### src/rtl/smram_pkg.sv
package smram_pkg;

    localparam int SMR_AW    = 20;
    localparam int SMR_DW    = 8;
    localparam int SMR_MODES = 4;
    localparam logic [SMR_DW-1:0] SMR_CTRL_KEEP = 8'hD0;
    localparam int SMR_MODE_HI = 7;
    localparam int SMR_MODE_LO = 6;
    localparam int SMR_OPEN_BIT = 4;

    typedef logic [SMR_AW-1:0] haddr_t;
    typedef logic [SMR_DW-1:0] cfg_byte_t;

    typedef struct packed {
        haddr_t   host_base;
        haddr_t   phys_base;
        logic [4:0] size_log2;
        logic     needs_clear_shadow;
    } win_desc_t;

    function automatic win_desc_t window_of(input int m);
        win_desc_t w;
        case (m)
            0: w = '{host_base: 20'hE0000, phys_base: 20'hE0000, size_log2: 5'd15, needs_clear_shadow: 1'b1};
            1: w = '{host_base: 20'hA0000, phys_base: 20'hE0000, size_log2: 5'd15, needs_clear_shadow: 1'b1};
            2: w = '{host_base: 20'hB0000, phys_base: 20'hE0000, size_log2: 5'd15, needs_clear_shadow: 1'b1};
            default: w = '{host_base: 20'hA0000, phys_base: 20'hA0000, size_log2: 5'd16, needs_clear_shadow: 1'b0};
        endcase
        return w;
    endfunction

    typedef struct packed {
        cfg_byte_t ctrl;
        cfg_byte_t shadow;
    } cfg_state_t;

    typedef struct packed {
        logic   hit;
        haddr_t phys;
    } lookup_t;

endpackage

### src/rtl/smram_cfg_regs.sv
module smram_cfg_regs
    import smram_pkg::*;
#(
    parameter int DW = SMR_DW,
    parameter logic [DW-1:0] CTRL_KEEP = SMR_CTRL_KEEP
) (
    input  logic          clk,
    input  logic          rst_n,
    input  logic          we,
    input  logic          sel,
    input  logic [DW-1:0] wdata,
    input  logic [DW-1:0] wmask,
    output logic [DW-1:0] ctrl,
    output logic [DW-1:0] shadow
);

    typedef struct packed {
        logic [DW-1:0] ctrl;
        logic [DW-1:0] shadow;
    } regs_t;

    regs_t regs_d, regs_q;

    function automatic logic [DW-1:0] merge(input logic [DW-1:0] old_v,
                                            input logic [DW-1:0] new_v,
                                            input logic [DW-1:0] msk);
        return (old_v & ~msk) | (new_v & msk);
    endfunction

    always_comb begin
        regs_d = regs_q;
        if (we) begin
            if (!sel) regs_d.ctrl   = merge(regs_q.ctrl, wdata, wmask) & CTRL_KEEP;
            else      regs_d.shadow = merge(regs_q.shadow, wdata, wmask);
        end
    end

    always_ff @(posedge clk) begin
        if (!rst_n) regs_q <= '0;
        else        regs_q <= regs_d;
    end

    assign ctrl   = regs_q.ctrl;
    assign shadow = regs_q.shadow;

    // the register that is not selected keeps its value
    assert_ctrl_kept_R11: assert property (@(posedge clk) disable iff (!rst_n)
        (we && sel) |=> $stable(regs_q.ctrl));
    assert_shadow_kept_R11: assert property (@(posedge clk) disable iff (!rst_n)
        (we && !sel) |=> $stable(regs_q.shadow));
    // no write, no change
    assert_idle_stable_R11: assert property (@(posedge clk) disable iff (!rst_n)
        !we |=> $stable(regs_q));
    // masked-off control bits never get stored
    assert_ctrl_bits_R1: assert property (@(posedge clk) disable iff (!rst_n)
        (regs_q.ctrl & ~CTRL_KEEP) == '0);

endmodule

### src/rtl/smram_window_map.sv
module smram_window_map
    import smram_pkg::*;
#(
    parameter int AW    = SMR_AW,
    parameter int DW    = SMR_DW,
    parameter int MODES = SMR_MODES
) (
    input  logic [DW-1:0] ctrl,
    input  logic [DW-1:0] shadow,
    input  logic          smm_active,
    input  logic [AW-1:0] host_addr,
    output logic          hit,
    output logic [AW-1:0] phys
);

    localparam int SELW = $clog2(MODES);

    logic [MODES-1:0] in_win;
    logic [MODES-1:0] allowed;
    logic [AW-1:0]    remap [MODES];
    logic [SELW-1:0]  mode;
    logic             access_ok;
    logic             shadow_clear;

    assign mode         = ctrl[SMR_MODE_HI:SMR_MODE_LO];
    assign shadow_clear = (shadow == '0);
    assign access_ok    = smm_active | ctrl[SMR_OPEN_BIT];

    for (genvar m = 0; m < MODES; m++) begin : g_mode
        localparam win_desc_t W = window_of(m);
        localparam int SZ = int'(W.size_log2);
        localparam logic [AW-1:0] OFS_MASK = (AW'(1) << SZ) - AW'(1);

        assign in_win[m]  = (host_addr[AW-1:SZ] == W.host_base[AW-1:SZ]);
        assign allowed[m] = !W.needs_clear_shadow || shadow_clear;
        assign remap[m]   = W.phys_base | (host_addr & OFS_MASK);
    end

    always_comb begin
        hit  = 1'b0;
        phys = host_addr;
        if (access_ok && in_win[mode] && allowed[mode]) begin
            hit  = 1'b1;
            phys = remap[mode];
        end
    end

endmodule

### src/rtl/smram_window_decoder.sv
module smram_window_decoder
    import smram_pkg::*;
#(
    parameter int AW = SMR_AW,
    parameter int DW = SMR_DW
) (
    input  logic          clk,
    input  logic          rst_n,
    input  logic          cfg_we,
    input  logic          cfg_sel,
    input  logic [DW-1:0] cfg_wdata,
    input  logic [DW-1:0] cfg_wmask,
    input  logic          smm_active,
    input  logic [AW-1:0] host_addr,
    output logic          win_hit,
    output logic [AW-1:0] phys_addr,
    output logic          win_open,
    output logic [DW-1:0] ctrl_state
);

    typedef struct packed {
        logic          hit;
        logic [AW-1:0] phys;
    } out_t;

    logic [DW-1:0] ctrl_w;
    logic [DW-1:0] shadow_w;
    logic          map_hit;
    logic [AW-1:0] map_phys;
    out_t          out_d, out_q;

    smram_cfg_regs #(.DW(DW)) u_cfg (
        .clk    (clk),
        .rst_n  (rst_n),
        .we     (cfg_we),
        .sel    (cfg_sel),
        .wdata  (cfg_wdata),
        .wmask  (cfg_wmask),
        .ctrl   (ctrl_w),
        .shadow (shadow_w)
    );

    smram_window_map #(.AW(AW), .DW(DW)) u_map (
        .ctrl       (ctrl_w),
        .shadow     (shadow_w),
        .smm_active (smm_active),
        .host_addr  (host_addr),
        .hit        (map_hit),
        .phys       (map_phys)
    );

    always_comb begin
        out_d.hit  = map_hit;
        out_d.phys = map_phys;
    end

    always_ff @(posedge clk) begin
        if (!rst_n) out_q <= '0;
        else        out_q <= out_d;
    end

    assign win_hit    = out_q.hit;
    assign phys_addr  = out_q.phys;
    assign win_open   = ctrl_w[SMR_OPEN_BIT];
    assign ctrl_state = ctrl_w;

    // a miss hands back the host address of the previous cycle
    assert_miss_passthru_R9: assert property (@(posedge clk) disable iff (!rst_n)
        (rst_n && $past(rst_n) && !win_hit) |-> phys_addr == $past(host_addr));
    // a hit needs SMM or the visibility bit
    assert_access_rule_R8: assert property (@(posedge clk) disable iff (!rst_n)
        win_hit |-> ($past(smm_active) || $past(ctrl_w[SMR_OPEN_BIT])));
    // the 32 KB modes only hit with a clear shadow byte
    assert_shadow_gate_R7: assert property (@(posedge clk) disable iff (!rst_n)
        (win_hit && $past(ctrl_w[SMR_MODE_HI:SMR_MODE_LO]) != 2'd3) |-> $past(shadow_w) == '0);
    // every 32 KB mode lands in physical E0000h-E7FFFh
    assert_low_target_R3: assert property (@(posedge clk) disable iff (!rst_n)
        (win_hit && $past(ctrl_w[SMR_MODE_HI:SMR_MODE_LO]) != 2'd3) |-> phys_addr[AW-1:15] == 5'h1C);
    // the 64 KB mode is an identity map of A0000h-AFFFFh
    assert_wide_identity_R6: assert property (@(posedge clk) disable iff (!rst_n)
        (win_hit && $past(ctrl_w[SMR_MODE_HI:SMR_MODE_LO]) == 2'd3) |->
            (phys_addr == $past(host_addr) && phys_addr[AW-1:16] == 4'hA));

endmodule

### config.mk
export PLATFORM = sky130hd
export DESIGN_NAME = smram_window_decoder
export DESIGN_NICKNAME = d
export VERILOG_FILES = /design/src/rtl/smram_pkg.sv /design/src/rtl/smram_cfg_regs.sv /design/src/rtl/smram_window_map.sv /design/src/rtl/smram_window_decoder.sv
export SDC_FILE = /design/constraint.sdc
export NUM_CORES = 1
export LEC_CHECK = 0
export ABC_AREA = 1
export BUFFER_PORTS_ARGS = -buffer_cell sky130_fd_sc_hd__buf_2
export CAP_MARGIN = 20
export CORE_MARGIN = 2
export CORE_UTILIZATION = 45
export DETAILED_ROUTE_END_ITERATION = 10
export GPL_TIMING_DRIVEN = 0
export PLACE_DENSITY = 0.82
export SYNTH_ARGS = -nofsm -noshare
export SYNTH_HDL_FRONTEND = slang
export SYNTH_SLANG_ARGS = --single-unit
### constraint.sdc
create_clock -name clk -period 3.1 [get_ports clk]
set_clock_uncertainty 0.15 [all_clocks]
set_input_delay 0.31 -clock clk [delete_from_list [all_inputs] [get_ports clk]]
set_output_delay 0.31 -clock clk [all_outputs]
set_load 0.01 [all_outputs]
# After elaboration in Yosys (flattened, before gate mapping)
# Cells that the tools add are included.
# word_totals
wordCells	33
regBits	32
out_inout_bits	30
inputBits	41
# op_classes
n_bitwise	9
n_reduce_logical	5
eq_ne	4
mux	9
n_lt_le_gt_ge	2
# ops
operator	count
20-bit two-way mux	3
20-bit binary-select mux with 2-bit select	1
8-bit bitwise AND	3
8-bit bitwise OR	2
5-bit equality test, second input constant	3
8-bit zero test	1
8-bit inverter	1
1-bit binary-select mux with 2-bit select	2
4-bit equality test, second input constant	1
2-bit AND reduction	2
3-bit greater-or-equal comparator, second input constant	1
2-bit by 3-bit less-than comparator with 1-bit output, second input constant	1
1-bit two-way mux	3
2-bit inverter with 3-bit output	1
1-bit logical AND	2
1-bit inverter	1
1-bit bitwise OR	1

# Logic depth before layout (Yosys ltp)
# Gate-level depths: netlist of run 1.
# logic_depth
depth_word	6
mapped_depth	8
ltp_nobuf	8

# Hierarchy
# Synthesis of run 1 repeated with hierarchy kept, for this count alone.
# hier_totals
hier_cells	206
hier_area_um2	1435.1
# by_module_without_submodules
module	seq_area_each_um2	area_per_inst_um2	cells_each	instances
smram_window_decoder	420.4	608.1	66	1
smram_cfg_regs	220.2	563.0	87	1
smram_window_map	0.0	264.0	53	1

# Least setup slack after synthesis of run 1
# OpenSTA, ideal clock, no wires.
# synth_path
path_kind	register to register
startpoint	reg with a tool-made name
endpoint	reg out_q (netlist bit phys_addr[18])
slack_ps	1924
synth_period_minus_slack_ps	1176
t_arrival_ps	913
t_required_ps	2837
n_path_buf	0
path_stages_with_launch	8
cell_sequence	dfxtp_1 > nor2_1 > nor2_1 > nor2_1 > nor2_1 > nand3_1 > nand3_1 > nand2_1
# synth_rtl
element	line_no	text
to (signal assigned)	smram_window_decoder.sv:59	else out_q <= out_d;
to (decl)	smram_window_decoder.sv:30	out_t out_d, out_q;

==> run summary, run 1 <==
reg2reg end: phys_addr[18]
Final GP Congestion: 0.799
gate count of the mapped netlist: 165
Synth area leaders: dfxtp_1 (53%), nand2_1 (13%), inv_1 (10%)
Final Hold Viols: 0
synth warn: 0
setup tns final: 0 ps
GRT Total Usage: 17.0%
Initial Util: 48.3%
post-synthesis mux area share: 0%
# IOs: 71
synth unique cells: 14
DR WL/cell: 8.89 um
area post-placement: 0.00159 sq mm
Yosys reg bits: 32
Placed Cells: 264
most frequent cells in the layout: buf_2 (67), nand2_1 (43), inv_1 (33), dfxtp_1 (32), nor2_1 (16)
maxcap violations: 0
busiest grt layer: met2
Pleak: 1.01 nW
non-filler cells in the finished layout: 275
Rows: 18
worst-path maximum fanout: 4
met3 Usage GRT: 6.51%
vias in the first global route: 1089
nets: 285
clk sinks: 32
compound-cell area share of the yosys netlist: 9.43%
Port-buffer cells: 65
initial antenna violation count: 0
Cell Area, Synth: 0.00121 sq mm
root buf cell: clkbuf_4
clock buffer depth: 2
Final HPWL DP: 1890 um
Synth top area share: 53.1%
CP Launch Type: flip-flop
# H-tree levels: 2
Synth Area in Adders: 0%
first-pass GRT wire length: 4160 um
Via density: 4.28
CTS Buf Count: 5
Die Width: 55.8 um
Clk Latency, worst-skew pair: 320 ps
grt ovf: 0
post-route cell area: 0.00168 sq mm
Total Routed Length: 2450 um
largest net degree at the start of global routing: 11
Register Area: 641 sq um
Worst EP arrival: 930 ps
met2 usage: 28.9%
CP endpoint kind: output port
Final Max Tran Viols: 0
Final Cycle Share: 44.8%
area grow syn2layout: 38.9%
Worst Hold Class: input port to flip-flop
worst setup path category: flip-flop to output port
die span in y: 55.8 um
P per Cell Area: 472 mW/mm^2
Reg2Reg Setup Slack: 1880 ps
minimum clock period: 1390 ps
Layout Utilization: 67.1%
Syn Area/Cell: 7.32 sq um
area of the multi-input gates: 395 sq um
CTS tree: done
drt initial violations: 21
fmax: 0.719 GHz
Worst Path Required: 2640 ps
Post-Synth XOR/XNOR Area: 0%
first-pass iteration count of the detailed router: 4
Place WS: 1800 ps
Peak supply drop: 0.000434 V
status: finished clean
via count: 1178
grt met1 use: 18.1%
Antenna Diode Count: 0
share of cells above drive strength 1: 33.5%
final worst slack: 1710 ps
Fill cells: 253
end point of the critical path: ctrl_state[4]
Final ANT Viol Nets: 0
Synth area leader: dfxtp_1
commonest non-fill, non-tap cell in the layout: buf_2
post-synthesis sequential area ratio: 53.1%
largest family of logic cells by synthesized area: simple AND/OR/NAND/NOR gates
reg2reg path depth: 7
simple-gate area share of the yosys netlist: 21.8%
postcts setup bufs: 0
Core Area: 0.00250 sq mm
final setup vio count: 0
clk slew on worst S/H paths: 90 ps
RSZ-0062 raised after global routing: false
Post-route DRC: 0
DIE AREA: 0.00311 sq mm
-- layout make-up --
class	count	area share, %
clock buffers	6	3.06
inverters	34	7.61
multi-input cells	94	23.6
repair buffers	68	21.2
clock inverters	2	0.597
flip-flops and latches	32	38.2
well taps	30	2.24
plain buffers	9	3.51
-- critical path, cell delays in order, from the launching register on --
cell and delay (ps):
dfxtp_1 380, buf_4 120, buf_2 110
-- power breakdown --
part           switching [mW]  leakage (nW)  internal [mW]
Sequential            0.00643         0.265          0.432
Combinational          0.0594         0.708         0.0532
Clock                   0.132        0.0380          0.108
Total                   0.198          1.01          0.593
-- routing by layer --
metal	share of wire, %	vias to the layer above
met1	41	489
met5	0	-
met3	9.7	4
li1	-	640
met2	48	45
met4	1.2	0
-- logic make-up after synthesis --
group / after synthesis
simple gates: 67
compound gates: 22
buf+inv: 43
other cells: 1
flops: 32
-- cell usage after synthesis --
cell type / instances
dfxtp_1: 32
buf_4: 6
nor2_1: 16
clkbuf_1: 1
nand2_1: 43
clkinv_1: 1
o21ai_0: 10
inv_1: 33
buf_2: 2
a21oi_1: 11
nand3_1: 7
nand4_1: 1
conb_1: 1
o21ai_2: 1
-- through the flow --
step / hold WS, ps / power [mW]
after global placement: 287 / 0.555
after CTS: 1.29 / 0.800
after floorplan: 253 / 0.506
after detailed placement: 293 / 0.558
final: 13.9 / 0.791
after global routing: 1.17 / 0.839
-- how the worst min path moves through the flow --
stage	startpoint	end	slack (ps)	depth (start not counted)
after global placement	flip-flop	flip-flop	290	2
after floorplan	host_addr[15]	phys_addr[15]	250	2
after detailed placement	flip-flop	flip-flop	290	2
after global routing	host_addr[0]	phys_addr[0]	1	3
after CTS	host_addr[0]	phys_addr[0]	1	3
final	host_addr[7]	phys_addr[7]	10	3
-- repair_timing --
item	4_1_cts	5_1_grt
resized for setup	0	0
hold buffers	2	1
endpoints found under the hold margin	2	1
Note: power is estimated with default switching activity, not from simulation.
==> run 2: changes to the inputs <==
--- a/config.mk
+++ b/config.mk
@@ -5,14 +5,14 @@
 export SDC_FILE = /design/constraint.sdc
 export NUM_CORES = 1
 export LEC_CHECK = 0
-export ABC_AREA = 1
+export ABC_AREA = 0
 export BUFFER_PORTS_ARGS = -buffer_cell sky130_fd_sc_hd__buf_2
 export CAP_MARGIN = 20
 export CORE_MARGIN = 2
-export CORE_UTILIZATION = 45
+export CORE_UTILIZATION = 42
 export DETAILED_ROUTE_END_ITERATION = 10
 export GPL_TIMING_DRIVEN = 0
-export PLACE_DENSITY = 0.82
+export PLACE_DENSITY = 0.78
 export SYNTH_ARGS = -nofsm -noshare
 export SYNTH_HDL_FRONTEND = slang
 export SYNTH_SLANG_ARGS = --single-unit
==> constraint.sdc (replaced) <==
create_clock -name clk -period 1.3 [get_ports clk]
set_clock_uncertainty 0.15 [all_clocks]
set_input_delay 0.13 -clock clk [delete_from_list [all_inputs] [get_ports clk]]
set_output_delay 0.13 -clock clk [all_outputs]
set_load 0.01 [all_outputs]
==> run 2 against run 1 <==
  * The run now ends with setup timing left
  * Die area grew 5.0%
  * Via count is 0.85% lower
  * Critical endpoint is now phys_addr[16]
  * Core utilization rose by 7.6 points
  * Clock power grew to 2.6 times the previous value
==> run summary, run 2 <==
Core Area: 0.00271 sq mm (+8.4%)
status: finished, violations left
Initial Util: 43.8% (-4.5 points)
# IOs: 71 (unchanged)
via count: 1168 (-0.85%)
largest net degree at the start of global routing: 11 (unchanged)
minimum clock period: 1340 ps
CP endpoint kind: flip-flop
Post-Route M1 WL: 1300 um (+30%)
Peak supply drop: 0.000895 V (+110%)
Syn Area/Cell: 10.6 sq um (+45%)
number of enable flip-flop cells after synthesis: 0 (unchanged)
top-count cell post-synth: dfxtp_1
uppermost routed layer: met4
Post-synth ARST share: 0% (unchanged)
Final Max Tran Viols: 0 (unchanged)
die span in y: 57.2 um (+2.5%)
Yosys reg bits: 32 (unchanged)
final setup vio count: 1 (+1)
Worst Path Required: 1370 ps (-1270 ps)
clk sinks: 32 (unchanged)
grt ovf: 0 (unchanged)
first-pass GRT wire length: 5160 um (+24%)
final worst slack: -36.0 ps (-1750 ps)
Detail Route met3 WL: 298 um (+25%)
Synth top area share: 54.0% (+0.89 points)
Final Hold Viols: 0 (unchanged)
Worst Hold Class: input port to flip-flop
Synth area leader: dfxtp_1
clock buffer depth: 2 (unchanged)
CTS tree: done
Clk Latency, worst-skew pair: 320 ps (about the same)
synth warn: 0 (unchanged)
Total Routed Length: 3130 um (+28%)
Die Width: 57.2 um (+2.5%)
most frequent cells in the layout: buf_2 (67), dlygate4sd3_1 (29), dfxtp_1 (28), and2_1 (18), nor2b_1 (12)
met2 wire length: 1500 um (+28%)
worst-path maximum fanout: 5 (+1)
Final ANT Viol Nets: 0 (unchanged)
maxcap violations: 0 (unchanged)
Post-route DRC: 0 (unchanged)
failing checks: setup timing
first-pass iteration count of the detailed router: 4 (unchanged)
DR WL/cell: 12.4 um (+40%)
commonest non-fill, non-tap cell in the layout: buf_2
Final Cycle Share: 103%
gate count of the mapped netlist: 112 (-32%)
CTS Buf Count: 5 (unchanged)
RSZ-0062 raised after global routing: true
Cell Area, Synth: 0.00119 sq mm (-1.7%)
CP Launch Type: flip-flop
nets: 262 (-8.1%)
ys flop type: dfxtp_1
drt initial violations: 22 (+4.8%)
Power, Total: 2.00 mW (+150%)
vias in the first global route: 1173 (+7.7%)
area grow syn2layout: 70.4%
Synth area leaders: dfxtp_1 (54%), and2_1 (9.5%), mux2i_1 (9.3%)
Place WS: -39.1 ps (-1840 ps)
P per Cell Area: 988 mW/mm^2 (+110%)
Via density: 4.63 (+8.2%)
Worst EP arrival: 1400 ps (+470 ps)
share of cells above drive strength 1: 43.0% (+9.5 points)
area of the multi-input gates: 557 sq um (+41%)
synth unique cells: 23 (+9)
Pleak: 1.00 nW (-0.59%)
initial antenna violation count: 0 (unchanged)
GRT Total Usage: 20.5% (+3.5 points)
post-synthesis sequential area ratio: 54.0% (+0.89 points)
fmax: 0.748 GHz
clk slew on worst S/H paths: 100 ps (about the same)
Reg2Reg Setup Slack: -40 ps (-1920 ps)
Port-buffer cells: 65 (unchanged)
Fill cells: 175 (-31%)
Final GP Congestion: 0.703 (-12%)
worst setup path category: flip-flop to flip-flop
commonest cells in the synthesized netlist: dfxtp_1 (32), and2_1 (18), nor2b_1 (12)
Rows: 19 (+1)
# H-tree levels: 2 (unchanged)
Final HPWL DP: 1990 um (+5.0%)
Register Area: 651 sq um (+1.6%)
root buf cell: clkbuf_4
Antenna Diode Count: 0 (unchanged)
DIE AREA: 0.00327 sq mm (+5.0%)
run 2: timing repair:
item,in CTS,in global routing
hold endpoints to repair,32,0
pin swaps,4,1
setup endpoints to repair,2,4
hold buffers,29,0
gates cloned,0,0
buffers inserted,3,1
resized for setup,6,6
run 2: final timing paths:
| kind | depth (start not counted) | startpoint | to |
|---|---|---|---|
| worst min-delay path | 4 | cfg_wmask[2] | flip-flop |
| worst min register to register | 2 | flip-flop | flip-flop |
| worst max register to register | 3 | flip-flop | phys_addr[16] |
| worst max-delay path | 3 | flip-flop | phys_addr[16] |
run 2: area by class of cell:
| cell class | instances | share of cell area (%) |
|---|---|---|
| Clock buffer | 7 | 3.22 |
| Sequential cell | 32 | 32.2 |
| Tap cell | 31 | 1.92 |
| Timing Repair Buffer | 98 | 31.9 |
| Buffer | 11 | 3.28 |
| Multi-Input combinational cell | 73 | 27.5 |
run 2: routing by layer:
layer / vias to the layer above / GRT usage (%)
li1: 589 / -
met1: 516 / 24.2
met2: 58 / 35.5
met3: 5 / 5.90
met4: 0 / 6.98
met5: - / 0
run 2: logic make-up after synthesis:
group,synth area share (%)
buffers and inverters,5.58
multiplexers,9.27
other,0.316
AND/OR/NAND/NOR,26.9
flip-flops,54.0
AO/OA/AOI/OAI,4.00
run 2: worst max-delay path, cell delays in order (launching register included):
cell	delay (ps)
dfxtp_4	380
nor4bb_4	290
nor3_2	70
o311a_1	350
run 2: where the power goes:
group	leakage (nW)	internal, mW	switching [mW]
Combinational	0.700	0.204	0.140
Clock	0.0374	0.306	0.306
Sequential	0.267	1.02	0.0201
Total	1.00	1.53	0.466
run 2: stage by stage:
step | area, sq um | hold slack, ps | std cells | TNS, ps | utilization, %
2_1_floorplan | 1210 | 88.5 | 116 | 0 | -
3_3_place_gp | 1580 | 185 | 212 | -40.7 | 58.1
3_5_place_dp | 1580 | 190 | 212 | -39.1 | 58.1
4_1_cts | 1980 | 26.5 | 251 | -20.0 | 73.1
5_1_grt | 2020 | 46.4 | 252 | -126 | 74.7
6_report | 2020 | 27.0 | 252 | -36.0 | 74.7
